<file path="src/rtl/tz_pkg.sv">
package tz_pkg;
  localparam int ZONE_W = 3;
  localparam int NZONE  = 6;
  localparam int FRAC_SH = 3;

  typedef enum logic [ZONE_W-1:0] {
    ZN_NORMAL = 3'd0,
    ZN_COOL   = 3'd1,
    ZN_WARM   = 3'd2,
    ZN_COLD   = 3'd3,
    ZN_HOT    = 3'd4,
    ZN_OPEN   = 3'd5
  } zone_e;

  // numerator over 2**FRAC_SH for the cool-region fraction
  function automatic logic [FRAC_SH-1:0] frac_num(input logic [1:0] sel);
    case (sel)
      2'd0:    frac_num = 3'd1;
      2'd1:    frac_num = 3'd2;
      2'd2:    frac_num = 3'd4;
      default: frac_num = 3'd6;
    endcase
  endfunction
endpackage

</file>
<file path="src/rtl/tz_classify.sv">
module tz_classify
  import tz_pkg::*;
#(
  parameter int SMP_W = 16,
  parameter int THR_W = 8
) (
  input  logic             clk,
  input  logic             rst,
  input  logic             smp_vld_i,
  input  logic [SMP_W-1:0] smp_i,
  input  logic [THR_W-1:0] thr_open_i,
  input  logic [THR_W-1:0] thr_cold_i,
  input  logic [THR_W-1:0] thr_cool_i,
  input  logic [THR_W-1:0] thr_warm_i,
  input  logic [THR_W-1:0] thr_hot_i,
  output zone_e            zone_nxt_o,
  output zone_e            zone_q_o
);
  localparam int LO_W = SMP_W - THR_W;

  logic [THR_W-1:0] lvl;
  logic             unused_lo;
  zone_e            zone_q;

  assign lvl       = smp_i[SMP_W-1 -: THR_W];
  assign unused_lo = ^smp_i[LO_W-1:0];

  // higher voltage = colder pack; equality falls to the milder zone
  always_comb begin
    if (lvl > thr_open_i)      zone_nxt_o = ZN_OPEN;
    else if (lvl > thr_cold_i) zone_nxt_o = ZN_COLD;
    else if (lvl < thr_hot_i)  zone_nxt_o = ZN_HOT;
    else if (lvl > thr_cool_i) zone_nxt_o = ZN_COOL;
    else if (lvl < thr_warm_i) zone_nxt_o = ZN_WARM;
    else                       zone_nxt_o = ZN_NORMAL;
  end

  always_ff @(posedge clk) begin
    if (rst)            zone_q <= ZN_NORMAL;
    else if (smp_vld_i) zone_q <= zone_nxt_o;
  end

  assign zone_q_o = zone_q;

  assert_zone_hold_R2: assert property (@(posedge clk) disable iff (rst)
    !smp_vld_i |=> $stable(zone_q));

  assert_open_first_R3: assert property (@(posedge clk) disable iff (rst)
    (smp_vld_i && (smp_i[SMP_W-1 -: THR_W] > thr_open_i)) |=> (zone_q == ZN_OPEN));
endmodule

</file>
<file path="src/rtl/tz_effects.sv">
module tz_effects
  import tz_pkg::*;
#(
  parameter int CUR_W = 10
) (
  input  logic             clk,
  input  logic             rst,
  input  zone_e            zone_i,
  input  logic [1:0]       mode_i,
  input  logic [CUR_W-1:0] ichg_i,
  input  logic [1:0]       cool_sel_i,
  output logic             chg_en_o,
  output logic [CUR_W-1:0] icur_o,
  output logic             vred_o,
  output logic             term_inh_o,
  output logic             tmr_susp_o
);
  localparam int PW = CUR_W + FRAC_SH;

  zone_e            eff;
  logic [PW-1:0]    prod;
  logic [CUR_W-1:0] cool_cur;
  logic             stop;
  logic [CUR_W-1:0] cur_nxt;
  logic             live_q;

  always_comb begin
    eff = zone_i;
    if (mode_i[1]) eff = ZN_NORMAL;
    else if (mode_i[0] && (zone_i == ZN_COOL || zone_i == ZN_WARM)) eff = ZN_NORMAL;
  end

  assign prod     = PW'(ichg_i) * PW'(frac_num(cool_sel_i));
  assign cool_cur = prod[PW-1:FRAC_SH];
  assign stop     = (eff == ZN_OPEN) || (eff == ZN_COLD) || (eff == ZN_HOT);

  always_comb begin
    if (stop)                cur_nxt = '0;
    else if (eff == ZN_COOL) cur_nxt = cool_cur;
    else                     cur_nxt = ichg_i;
  end

  always_ff @(posedge clk) begin
    if (rst) begin
      chg_en_o   <= 1'b1;
      icur_o     <= '0;
      vred_o     <= 1'b0;
      term_inh_o <= 1'b0;
      tmr_susp_o <= 1'b0;
      live_q     <= 1'b0;
    end else begin
      chg_en_o   <= !stop;
      icur_o     <= cur_nxt;
      vred_o     <= (eff == ZN_WARM);
      term_inh_o <= (eff == ZN_WARM);
      tmr_susp_o <= stop;
      live_q     <= 1'b1;
    end
  end

  assert_stop_no_current_R4: assert property (@(posedge clk) disable iff (rst)
    !chg_en_o |-> (icur_o == '0) && tmr_susp_o);

  assert_cur_bound_R5: assert property (@(posedge clk) disable iff (rst)
    live_q |-> (icur_o <= $past(ichg_i)));

  assert_warm_pair_R6: assert property (@(posedge clk) disable iff (rst)
    vred_o |-> term_inh_o && chg_en_o);

  assert_off_mode_R8: assert property (@(posedge clk) disable iff (rst)
    (live_q && $past(mode_i[1])) |-> chg_en_o && !vred_o && (icur_o == $past(ichg_i)));
endmodule

</file>
<file path="src/rtl/tz_events.sv">
module tz_events
  import tz_pkg::*;
(
  input  logic             clk,
  input  logic             rst,
  input  logic             smp_vld_i,
  input  zone_e            zone_nxt_i,
  input  zone_e            zone_q_i,
  input  logic             flag_rd_i,
  output logic             irq_o,
  output logic [NZONE-1:0] flags_o
);
  logic change;

  assign change = smp_vld_i && (zone_nxt_i != zone_q_i);

  always_ff @(posedge clk) begin
    if (rst) irq_o <= 1'b0;
    else     irq_o <= change;
  end

  for (genvar z = 0; z < NZONE; z++) begin : g_flag
    logic hit;
    assign hit = change && (zone_nxt_i == zone_e'(z));
    always_ff @(posedge clk) begin
      if (rst)            flags_o[z] <= 1'b0;
      else if (hit)       flags_o[z] <= 1'b1;
      else if (flag_rd_i) flags_o[z] <= 1'b0;
    end
  end

  assert_irq_flag_R9: assert property (@(posedge clk) disable iff (rst)
    irq_o |-> flags_o[zone_q_i]);

  assert_read_clears_R10: assert property (@(posedge clk) disable iff (rst)
    (flag_rd_i && !change) |=> (flags_o == '0));
endmodule

</file>
<file path="src/rtl/tzone_ctrl.sv">
module tzone_ctrl
  import tz_pkg::*;
#(
  parameter int SMP_W = 16,
  parameter int THR_W = 8,
  parameter int CUR_W = 10
) (
  input  logic             clk,
  input  logic             rst,
  input  logic             smp_vld_i,
  input  logic [SMP_W-1:0] smp_i,
  input  logic [THR_W-1:0] thr_open_i,
  input  logic [THR_W-1:0] thr_cold_i,
  input  logic [THR_W-1:0] thr_cool_i,
  input  logic [THR_W-1:0] thr_warm_i,
  input  logic [THR_W-1:0] thr_hot_i,
  input  logic [1:0]       mode_i,
  input  logic [CUR_W-1:0] ichg_i,
  input  logic [1:0]       cool_sel_i,
  input  logic             flag_rd_i,
  output logic [2:0]       zone_o,
  output logic             chg_en_o,
  output logic [CUR_W-1:0] icur_o,
  output logic             vred_o,
  output logic             term_inh_o,
  output logic             tmr_susp_o,
  output logic             irq_o,
  output logic [5:0]       flags_o
);
  zone_e zone_nxt;
  zone_e zone_q;

  tz_classify #(.SMP_W(SMP_W), .THR_W(THR_W)) i_classify (
    .clk(clk), .rst(rst), .smp_vld_i(smp_vld_i), .smp_i(smp_i),
    .thr_open_i(thr_open_i), .thr_cold_i(thr_cold_i), .thr_cool_i(thr_cool_i),
    .thr_warm_i(thr_warm_i), .thr_hot_i(thr_hot_i),
    .zone_nxt_o(zone_nxt), .zone_q_o(zone_q)
  );

  tz_effects #(.CUR_W(CUR_W)) i_effects (
    .clk(clk), .rst(rst), .zone_i(zone_q), .mode_i(mode_i), .ichg_i(ichg_i),
    .cool_sel_i(cool_sel_i), .chg_en_o(chg_en_o), .icur_o(icur_o),
    .vred_o(vred_o), .term_inh_o(term_inh_o), .tmr_susp_o(tmr_susp_o)
  );

  tz_events i_events (
    .clk(clk), .rst(rst), .smp_vld_i(smp_vld_i), .zone_nxt_i(zone_nxt),
    .zone_q_i(zone_q), .flag_rd_i(flag_rd_i), .irq_o(irq_o), .flags_o(flags_o)
  );

  assign zone_o = zone_q;
endmodule

</file>
<file path="config.mk">
export PLATFORM = sky130hd
export DESIGN_NAME = tzone_ctrl
export DESIGN_NICKNAME = d
export VERILOG_FILES = /design/src/rtl/tz_pkg.sv /design/src/rtl/tz_classify.sv /design/src/rtl/tz_effects.sv /design/src/rtl/tz_events.sv /design/src/rtl/tzone_ctrl.sv
export SDC_FILE = /design/constraint.sdc
export NUM_CORES = 1
export LEC_CHECK = 0
export BUFFER_PORTS_ARGS = -buffer_cell sky130_fd_sc_hd__buf_2
export CAP_MARGIN = 20
export CORE_MARGIN = 3
export CORE_UTILIZATION = 50
export CTS_CLUSTER_SIZE = 20
export DETAILED_ROUTE_END_ITERATION = 10
export GPL_ROUTABILITY_DRIVEN = 0
export PLACE_DENSITY = 0.81
export SYNTH_ARGS = -nofsm -noshare
export SYNTH_HDL_FRONTEND = slang
export SYNTH_HIERARCHICAL = 1
export SYNTH_SLANG_ARGS = --single-unit
</file>
<file path="constraint.sdc">
create_clock -name clk -period 4.3 [get_ports clk]
set_clock_uncertainty 0.15 [all_clocks]
set_input_delay 0.645 -clock clk [delete_from_list [all_inputs] [get_ports clk]]
set_output_delay 0.645 -clock clk [all_outputs]
set_load 0.1 [all_outputs]
</file>
# Yosys cells after proc, flatten, opt, wreduce, memory -nomap -nowiden
# Index checks and enable logic that the tools add are counted.
# Widths: inputs -> output; s select.
dict set report totals {
  regBits 23
  latch_bits 0
  ramBits 0
  romBits 0
  inputBits 74
  output_inout_bits 24
  n_memories 0
}
dict set report op_classes {
  n_addsub 0
  multipliers 1
  div_mod_pow 0
  magnitude_cmp 5
  n_eq_ne 15
  n_shift 0
  muxes 16
  bitwise_logic 0
  n_reduce_logical 21
}
# operator count
set ops {}
lappend ops {{$gt 8x8->1} 3}
lappend ops {{$mux 3} 6}
lappend ops {{$lt 8x8->1} 2}
lappend ops {{$eq 3x2->1 const B} 5}
lappend ops {{$mul 10x3->13} 1}
lappend ops {{$eq 3x3->1 const B} 4}
lappend ops {{$reduce_bool 2->1} 6}
lappend ops {{$mux 10} 1}
lappend ops {{$eq 3x1->1 const B} 3}
lappend ops {{$pmux 3 s3} 1}
lappend ops {{$logic_and 1x1->1} 8}
lappend ops {{$mux 1} 7}
lappend ops {{$logic_not 3->1} 1}
lappend ops {{$logic_or 1x1->1} 3}
lappend ops {{$ne 3x3->1} 1}
lappend ops {{$eq 2x1->1 const B} 1}
lappend ops {{$eq 2x2->1 const B} 1}
lappend ops {{$logic_not 2->1} 1}
lappend ops {{$mux 2} 1}
lappend ops {{$reduce_or 2->1} 1}
lappend ops {{$logic_not 1->1} 1}

# Longest topological paths before layout
# Gate-level depths: netlist (run 1).
dict set report depth {
  ltp_word 10
  ltp_mapped 11
  ltp_nobuf 11
}

# Hierarchy
# Netlist (run 1), hierarchy kept.
# mod instances cells_per_inst area_per_inst_um2 seq_area_each_um2
set modules_own_cells {}
lappend modules_own_cells {tz_effects 1 165 1243.7 260.2}
lappend modules_own_cells {tz_classify 1 148 1113.6 60.1}
lappend modules_own_cells {tz_events 1 28 319.1 140.1}

# Least setup slack after synthesis (run 1)
# Ideal clock, no wire load.
dict set report synth_timing {
  path_kind {input port to flip-flop}
  startpoint {input cool_sel_i[0]}
  endpoint {register i_effects.icur_o[5]}
  arrival_ns 3.069
  required_ns 4.088
  path_slack_ns 1.019
  path_stages 11
  path_cell_list {clkbuf_1 nor2_1 nand2_1 fa_1 inv_1 ha_1 o21ai_0 a21oi_1 o21a_1 or4_1 nand3_1}
}
dict set report synth_between {
  elab_chain_len 4
  word_cells_on_any_way 6
  cone_classes {mul (1); eq/ne (2); mux (2); reduce/logical (1)}
}
# item line
set synth_lines {}
lappend synth_lines {{start: declaration} tzone_ctrl.sv:19} ;# input logic [1:0] cool_sel_i,
lappend synth_lines {{$eq 2x2->1 (tied with other cells)} tz_pkg.sv:17} ;# case (sel)
lappend synth_lines {{$pmux 3 s3 (*)} tz_pkg.sv:17}
lappend synth_lines {{$mul 10x3->13 (*)} tz_effects.sv:33} ;# assign prod = PW'(ichg_i) * PW'(frac_num(cool_sel_i));
lappend synth_lines {{$mux 10 (*)} tz_effects.sv:39} ;# else if (eff == ZN_COOL) cur_nxt = cool_cur;
lappend synth_lines {{end signal: assignment} tz_effects.sv:53} ;# icur_o <= cur_nxt;
lappend synth_lines {{end: declaration} tz_effects.sv:13} ;# output logic [CUR_W-1:0] icur_o,
# Mark *: on every way between the ends. The rest lies on a longest branch, timed or not.
# A chain may end at the register's enable or synchronous reset.

# Worst setup path in the final report (run 1)
dict set report layout_timing {
  startpoint {input cool_sel_i[0]}
  endpoint {register i_effects.icur_o[6]}
}
# The elaborated chain is that of the path after synthesis.

==> results of run 1 <==
## logic make-up (layout without fill, tap and decap cells)
group | after synthesis | in the layout | synth area share [%]
simple gates | 115 | 115 | 21.6
compound gates | 76 | 76 | 19.9
buf+inv | 63 | 150 | 9.54
fa+ha+maj | 57 | 57 | 29.2
flops | 23 | 23 | 17.2
xor+xnor | 6 | 6 | 2.52
other cells | 1 | 1 | 0.140
## state kept, by name, summed over array words and instances, names as in the netlist
name and count:
i_effects/icur_o 10, i_events/flags_o 6, i_classify/zone_q_o 3, i_effects/chg_en_o 1, i_effects/term_inh_o 1, i_effects/tmr_susp_o 1
i_events/irq_o 1
## worst paths after layout
kind | to | cells after the start | start | slack (ns)
worst min register to register | i_events/flags_o[0] | 1 | i_events/flags_o[0] | 0.32
worst max register to register | i_effects/icur_o[5] | 5 | i_classify/zone_q_o[1] | 2.15
worst max-delay path | i_effects/icur_o[6] | 11 | cool_sel_i[0] | 0.94
worst min-delay path | i_events/flags_o[0] | 1 | i_events/flags_o[0] | 0.32
## area by class of cell
| type | count | area (um2) | share of cell area, % |
|---|---|---|---|
| Clock buffer | 3 | 41.3 | 1.28 |
| Clock inverter | 1 | 5.00 | 0.156 |
| Inverter | 57 | 214 | 6.66 |
| Multi-Input combinational cell | 255 | 1960 | 61.0 |
| Sequential cell | 23 | 460 | 14.3 |
| Tap cell | 70 | 87.6 | 2.72 |
| Timing Repair Buffer | 89 | 445 | 13.9 |
## stage by stage
step,cells,setup slack [ns],hold WS (ns),power [uW],utilization [%]
floorplan,341,1.02,0.567,544,-
global placement,494,0.758,0.309,629,61.6
detailed placement,494,0.718,0.308,642,61.6
CTS,498,1.00,0.327,775,62.5
global route,498,0.743,0.351,826,62.5
finish,498,0.936,0.321,771,62.5
## worst reg2reg max path, cell delays in order (launching register included)
cell and delay, ns:
dfxtp_1 0.54, nand2b_1 0.21, a21oi_2 0.09, or2_0 0.42
or4_1 0.58, nand3_1 0.11
## per-layer routing
layer  wire, um  up-vias  share of wire [%]  global-route usage [%]
met2       3170       83                 50                    36.0
met1       2750     1215                 43                    25.5
met4         82        0                1.3                    5.84
met5          0        -                  0                       0
met3        361        8                5.7                    3.17
li1           -     1355                  -                       -
## placed cells by master (no fill, tap or decap), types with 2 or more instances in the layout
cell type | synthesis | final
xor2_1 | 3 | 3
ha_1 | 48 | 48
a2111oi_2 | 2 | 2
o211ai_1 | 5 | 5
or2_2 | 2 | 2
nor4b_1 | 2 | 2
nor2b_1 | 5 | 5
nand4_1 | 7 | 7
clkbuf_8 | 0 | 3
nand3_1 | 9 | 9
a32o_1 | 3 | 3
nor3_1 | 3 | 3
o22ai_1 | 3 | 3
buf_2 | 0 | 89
a21oi_1 | 28 | 28
inv_1 | 57 | 57
nand2_1 | 44 | 44
nand3b_1 | 2 | 2
and2_1 | 4 | 4
o21a_1 | 4 | 4
a32o_2 | 2 | 2
nand2b_1 | 4 | 4
nand2b_4 | 2 | 2
nor2_1 | 22 | 22
o21ai_0 | 13 | 13
xnor2_2 | 2 | 2
dfxtp_1 | 23 | 23
fa_1 | 9 | 9
nor3b_1 | 3 | 3
## power by group through the flow
stage | registers [uW] | clock network [uW] | logic, uW
after floorplan | 352 | 0 | 193
after global placement | 243 | 0 | 386
after detailed placement | 244 | 0 | 398
after CTS | 239 | 137 | 399
after global routing | 241 | 146 | 439
final | 238 | 132 | 401
==> metrics, run 1 <==
run status=complete, no violations; Port Buffers=89; fin nets=560; vias in the first global route=approximately 2500; crit path kind=input pin to flop; GRT Resource Usage Total=between 20% and 30%; Post-Syn Nets=472; share of power burned in registers=between 30 and 40%; Combinational Power Share=51.9%; total number of vias=~2700; Crit Path Max Fanout=10; Design Area, Final=about 3200 um2; cell taking the most area after synthesis=ha_1; DR vias/cell=about 5.3; max cap viols=0; fillcell total=470; largest net degree at the start of global routing=18; Die Height=79.2 um; synthesis-to-layout area growth=20.1%; drt drc=0; asr flop ratio synth=0%; synth warn=6; # hold bufs at CTS=0; Int Pwr=around 420 uW; # rows=26; CP max stage cell=fa_1; Tcrit/Tclk final=78.2%; clk buf depth=2; initial drt markers=about 210; crit path launch type=input pin; Net Switching=approximately 350 uW; TritonRoute pass-1 iters=5; Cell Area, Placed=between 3000 and 4000 um2; DIE AREA=about 6300 um2; Core Box Area=between 5000 and 6000 um2; delay-heaviest family, CP=compound AO/OA/AOI/OAI gates; Top Ports=98; Routed WL per cell=12.8 um; unrepaired setup endpoints after global routing=no; number of flops mapped to enable cells by yosys=0; CP Buf/Inv Count=2; Slew Limit Fails=0; clk_lat worst skew=roughly 0.26 ns; initial antenna violation count=0; first-pass GRT wire length=approximately 10000 um; setup_tns=0 ns; area share of the largest cell type after synthesis=roughly 22%; clock-pin slew on the worst setup and hold paths=0.08 ns; Req. time, crit path=roughly 4.3 ns; final wirelength=between 6000 and 7000 um; worst-margin pin slew=between 0.6 and 0.7 ns; Slew HR=between 50% and 60%; number of routed nets with antenna violations=0; CP Cell Sequence=buf_2, nor2_1, nand2_1, fa_1, inv_1, ha_1, o21ai_0, a21oi_1, o41ai_1, xor2_1, o22ai_1; Worst EP arrival=3.34 ns; Seq/Total Area, Yosys=between 15 and 20%; Avg Cell Area, Syn=7.85 um2; CTS tree=done; Top FF cell, synth=dfxtp_1; most common cell in the netlist=inv_1; Resize count post-CTS=0; power per cell area=roughly 240 nW/um2; min Tclk post-route=~3.4 ns; peak supply drop=145 uV; total setup buffers inserted after CTS=0; Synth top cells by count=57 x inv_1, 48 x ha_1, 44 x nand2_1, 28 x a21oi_1, 23 x dfxtp_1; LEAKAGE=around 0.0018 uW; clock sink count=23; Diodes inserted=0; distinct cell type count after synthesis=54; endpoints failing setup=0; Initial Util=a little over half; worst min-delay path class=flop to flop; H-tree level count=1; top cells by area, synth=ha_1 22%, dfxtp_1 17%, inv_1 8.0%; Final Hold Fails=0; slowest stage delay, CP=0.50 ns; Die X=around 79 um; endpoint type of the worst setup path=flop; FMAX=about 300 MHz; #FFs+latches synth=23; Sw Share=between 40 and 50%; share of cells above drive strength 1=25.0%; gr ovfl total=0; Mapped Cells=about 340; clk root buf=clkbuf_8; CTS Buf Count=3; mapped cell area=around 2700 um2; Clk network pwr share=between 10% and 20%; DP HPWL=approximately 5500 um
Power figures use the tool's default switching activity.
==> run 2: changes to the inputs <==
- ABC_AREA: unset -> 1
- CORE_UTILIZATION: 50 -> 47
- PLACE_DENSITY: 0.81 -> 0.79
- clock period: 4.3 -> 2.7 ns (I/O delays scaled with it)
==> run 2 against run 1 <==
- combinational power increased by 75%
- worst hold slack worse by 0.064 ns
- via count up 12%
- critical path type unchanged
==> metrics, run 2 <==
H-tree level count=1 (unchanged); top cells by area, synth=ha_1 21%, nand2_1 18%, dfxtp_1 16%; min Tclk post-route=about 2.5 ns; slowest stage delay, CP=0.48 ns (-0.02 ns); Die X=84.0 um (+6.1%); Crit Path Max Fanout=5 (-5); Top Ports=98 (unchanged); Hold Slack=0.257 ns (-0.0639 ns); max cap viols=0 (unchanged); Core Box Area=5710 um2 (+11%); unrepaired setup endpoints after global routing=no; Req. time, crit path=2.72 ns (-1.55 ns); Routed WL per cell=10.8 um (-15%); DP HPWL=5840 um (+6.0%); CTS tree=done; clk root buf=clkbuf_8; peak supply drop=236 uV (+63%); number of flops mapped to enable cells by yosys=0 (unchanged); fin nets=679 (+21%); final wirelength=6690 um (+5.3%); #FFs+latches synth=23 (unchanged); final core utilization=60.6% (-2.0 points); total setup buffers inserted after CTS=0 (unchanged); DIE AREA=7060 um2 (+13%); clk_lat worst skew=0.26 ns (about the same); Worst EP arrival=2.48 ns (-0.86 ns); worst min-delay path class=input pin to flop; Die Height=84.0 um (+6.1%); Tcrit/Tclk final=just over 90%; drt drc=0 (unchanged); gr ovfl total=0 (unchanged); CP max stage cell=fa_1; distinct cell type count after synthesis=32 (-41%); power per cell area=374 nW/um2 (+56%); Biggest register=i_effects/icur_o; mapped cell area=2860 um2 (+6.9%); total number of vias=2983 (+12%); Layout Cells excl Fill=619 (+24%); share of cells above drive strength 1=21.8% (-3.2 points); Placed Cells=615 (+24%); area share of the largest cell type after synthesis=21.0% (-1.5 points); Seq/Total Area, Yosys=16.1% (-1.1 points); most common cell in the netlist=nand2_1; # rows=27 (+3.8%); synthesis-to-layout area growth=20.8%; initial antenna violation count=0 (unchanged); Initial Util=50.1% (-1.9 points); endpoints failing setup=0 (unchanged); Mapped Cells=453 (+33%); clock-pin slew on the worst setup and hold paths=0.08 ns (about the same); clock sink count=23 (unchanged); synth warn=6 (unchanged); Slew Limit Fails=0 (unchanged); Post-Syn Nets=584 (+24%); CP Cell Sequence=buf_2, nor2_2, buf_4, nand2_1, fa_1, inv_1, ha_1, nand2_1, inv_1, a21oi_1, nand2_1, nand2_1, nand3_1, nand2_1, inv_1; LEAKAGE=0.00225 uW (+28%); Top FF cell, synth=dfxtp_1; run status=complete, no violations; CTS Buf Count=3 (unchanged); vias in the first global route=2930 (+17%); # hold bufs at CTS=0 (unchanged); Port Buffers=89 (unchanged); number of routed nets with antenna violations=0 (unchanged); fillcell total=560 (+19%); Synth top cells by count=135 x nand2_1, 109 x inv_1, 48 x ha_1, 28 x a21oi_1, 23 x dfxtp_1; Design Area, Final=3460 um2 (+7.6%); asr flop ratio synth=0% (unchanged); initial drt markers=126 (-39%); crit path launch type=input pin; critical path's most frequent cell=nand2_1; first-pass GRT wire length=11700 um (+12%); Diodes inserted=0 (unchanged); endpoint type of the worst setup path=flop; Resize count post-CTS=0 (unchanged); clk buf depth=2 (unchanged); FMAX=406 MHz; TritonRoute pass-1 iters=4 (-1); commonest non-fill, non-tap cell in the layout=nand2_1; Cell Area, Placed=3410 um2 (+7.7%); most frequent cells in the layout=135 x nand2_1, 109 x inv_1, 89 x buf_2; DR vias/cell=4.82 (-9.8%); largest net degree at the start of global routing=14 (-4); GRT Resource Usage Total=19.2% (-1.2 points); max FFs per register=10 (unchanged); Avg Cell Area, Syn=6.32 um2 (-20%); cell taking the most area after synthesis=ha_1; crit path kind=input pin to flop; Final Hold Fails=0 (unchanged)
run 2: changes by cell type in the layout (fill, tap and decap cells not counted), moves of 4 or more:
cell and delta:
nor3_1 +5, nor2_2 +4, nand2b_1 -4, nand2_2 +5, buf_4 +5, nand2_1 +91
nand3_1 +13, o211ai_1 -5, inv_1 +52, o21ai_0 -9, nor2b_1 -5, inv_2 +6
run 2: path summary, 6_finish.rpt:
kind         cells after the start  slack (ns)                      to                   start
max                             15        0.24     i_effects/icur_o[7]           cool_sel_i[0]
min                              2        0.26  i_classify/zone_q_o[1]               smp_vld_i
max reg2reg                      7        1.12     i_effects/icur_o[9]  i_classify/zone_q_o[2]
min reg2reg                      2        0.33     i_events/flags_o[0]     i_events/flags_o[0]
run 2: power by group:
part           total (uW)  internal (uW)  switching (uW)  leakage, uW
combinational         701            214             487      0.00203
sequential            381            365            15.8     0.000190
clock                 212            103             109    0.0000255
total                1290            682             612      0.00225
run 2: layout make-up:
class | count | area (um2) | area share, %
Clock inverter | 1 | 5.00 | 0.145
Sequential cell | 23 | 460 | 13.3
Multi-Input combinational cell | 311 | 1950 | 56.3
Tap cell | 72 | 90.1 | 2.61
Timing Repair Buffer | 94 | 483 | 14.0
Clock buffer | 3 | 41.3 | 1.19
Inverter | 115 | 432 | 12.5
run 2: logic make-up after synthesis:
| family | count (synthesis) | share of synthesized area (%) |
|---|---|---|
| and+or+nand+nor | 205 | 30.3 |
| buffers and inverters | 119 | 16.0 |
| adders and majority gates | 57 | 27.3 |
| xor gates and xnor gates | 3 | 0.918 |
| AOI/OAI and AO/OA | 45 | 9.31 |
| DFF | 23 | 16.1 |
| other | 1 | 0.131 |
run 2: per-stage QoR:
step	power, uW	setup TNS [ns]	worst slack [ns]
after floorplan	916	0	0.0314
after global placement	1070	0	0.0451
after detailed placement	1090	-0.0199	-0.0199
after CTS	1300	0	0.260
after global routing	1410	0	0.0708
final	1290	0	0.238
run 2: routing by layer:
layer  GRT usage (%)  part of all wire (%)  vias up  routed length, um
li1                -                     -     1569                  -
met1            22.3                    43     1343               2850
met2            37.7                    52       69               3510
met3            1.78                   4.6        2                307
met4            3.51                  0.31        0                 21
met5               0                     0        -                  0
run 2: worst max-delay path, delay by kind of cell:
family / cells / cell delay [ns]
adders and majority gates: 2 / 0.83
and+or+nand+nor: 7 / 0.66
buffers and inverters: 5 / 0.40
AOI/OAI and AO/OA: 1 / 0.19
==> run 3: changes to the inputs <==
- PLACE_DENSITY: 0.79 -> 0.84
==> run 3 against run 2 <==
- worst hold slack improved by 0.0027 ns
- die area unchanged
- fmax up 1.9%
- highest routed layer unchanged
- register-to-register slack barely moved
- core utilization up 0.18 points
- wire length up 0.15%
- global-route usage is 0.29 points higher
- via count decreased by 1.2%
- critical path depth fell by 1
- combinational power rose by 0.7%
==> metrics, run 3 (same netlist as run 2, synthesis figures left out) <==
Die Height=84.0 um (unchanged); Biggest register=i_effects/icur_o; most frequent cells in the layout=135 x nand2_1, 109 x inv_1, 89 x buf_2; Initial Util=50.1% (unchanged); total setup buffers inserted after CTS=0 (unchanged); crit path launch type=input pin; fin nets=680 (+0.15%); first-pass GRT wire length=11800 um (+0.94%); Resize count post-CTS=0 (unchanged); max FFs per register=10 (unchanged); clk root buf=clkbuf_8; worst min-delay path class=input pin to flop; hold path depth=2 (unchanged); CTS Buf Count=3 (unchanged); min Tclk post-route=2.41 ns (-0.0470 ns); RR Endpoint=i_effects/icur_o[9]; vias in the first global route=2976 (+1.6%); DR vias/cell=4.75 (-1.4%); clk buf depth=2 (unchanged); Port Buffers=89 (unchanged); unrepaired setup endpoints after global routing=no; DIE AREA=7060 um2 (unchanged); power per cell area=375 nW/um2 (+0.26%); setup_tns=0 ns (unchanged); # rows=27 (unchanged); commonest non-fill, non-tap cell in the layout=nand2_1; DP HPWL=5740 um (-1.6%); Die X=84.0 um (unchanged); reg2reg start=i_classify/zone_q_o[2]; synthesis-to-layout area growth=21.2%; Req. time, crit path=2.72 ns (about the same); Crit Path Max Fanout=6 (+1); share of cells above drive strength 1=21.9% (+0.14 points); Worst R2R Setup Slack=1.13 ns (about the same); worst hold start=smp_vld_i; initial drt markers=104 (-17%); endpoint type of the worst setup path=flop; Hold EP=i_classify/zone_q_o[1]; number of routed nets with antenna violations=0 (unchanged); Routed WL per cell=10.8 um (about the same); Slew Limit Fails=0 (unchanged); CTS tree=done; total number of vias=2947 (-1.2%); endpoints failing setup=0 (unchanged); worst-margin pin slew=a little over 0.5 ns; Hold Slack=0.259 ns (+0.00270 ns); clk_lat worst skew=0.27 ns (about the same); GRT Resource Usage Total=19.5% (+0.29 points); Tcrit/Tclk final=89.4% (-1.7 points); TritonRoute pass-1 iters=4 (unchanged); clock-pin slew on the worst setup and hold paths=0.08 ns (about the same); run status=complete, no violations; crit path kind=input pin to flop; initial antenna violation count=0 (unchanged); peak supply drop=299 uV (+26%); max cap viols=0 (unchanged); Top Ports=98 (unchanged); Diodes inserted=0 (unchanged); Final Hold Fails=0 (unchanged); drt drc=0 (unchanged); H-tree level count=1 (unchanged); clock sink count=23 (unchanged); LEAKAGE=0.00225 uW (about the same); Core Box Area=5710 um2 (unchanged); # hold bufs at CTS=0 (unchanged); Worst EP arrival=2.43 ns (-0.05 ns); Slew HR=66.1%; final wirelength=6700 um (+0.15%); gr ovfl total=0 (unchanged); FMAX=414 MHz (+1.9%); largest net degree at the start of global routing=15 (+1); worst r2r path cells=7 (unchanged)
run 3: cell types whose count changed in the layout (fill, tap and decap cells not counted), sizes merged:
cell,previous run,this run
clkinv,1,0
clkinvlp,0,1
buf,94,95
run 3: cell type report:
class / instances / area (um2)
multi-input combinational: 311 / 1950
inverter: 115 / 432
clock inverter: 1 / 7.51
timing repair buffer: 95 / 490
fill: 526 / 2240
clock buffer: 3 / 41.3
sequential: 23 / 460
tap: 72 / 90.1
run 3: critical path: stages:
cell	delay, ns
buf_2	0.11
nor2_2	0.11
buf_4	0.15
nand2_1	0.07
fa_1	0.47
inv_1	0.04
ha_1	0.33
a21oi_1	0.20
nand2_1	0.13
nand2_1	0.10
nand2_1	0.07
nand2_1	0.06
nand3_1	0.06
and2_1	0.14
run 3: worst max path at each step:
stage / from / to / slack [ns] / cells past startpoint
finish: cool_sel_i[0] / i_effects/icur_o[9] / 0.29 / 14
global route: cool_sel_i[0] / i_effects/icur_o[9] / 0.11 / 14
CTS: cool_sel_i[0] / i_effects/icur_o[9] / 0.30 / 14
detailed placement: cool_sel_i[0] / i_effects/icur_o[9] / 0.008 / 14
global placement: cool_sel_i[0] / i_effects/icur_o[9] / 0.07 / 14
floorplan: cool_sel_i[0] / i_effects/icur_o[7] / 0.03 / 12
run 3: where the power goes:
part	total [uW]	switching, uW	internal, uW	leakage, uW
combinational	706	490	216	0.00204
sequential	379	14.7	365	0.000190
clock	216	111	105	0.0000217
total	1300	616	685	0.00225
run 3: metrics by stage:
stage | utilization, % | instances | total power (uW) | worst slack (ns) | cell area, um2
3_5_place_dp | 59.9 | 616 | 1090 | 0.00813 | 3420
5_1_grt | 60.7 | 620 | 1420 | 0.111 | 3470
4_1_cts | 60.7 | 620 | 1310 | 0.299 | 3470
2_1_floorplan | - | 453 | 916 | 0.0314 | 2860
3_3_place_gp | 59.9 | 616 | 1060 | 0.0720 | 3420
6_report | 60.7 | 620 | 1300 | 0.285 | 3470
run 3: metal layers:
layer,wire length (um),global-route usage (%)
met1,2780,20.8
met2,3530,38.5
met3,251,2.57
met4,139,6.43
met5,0,0
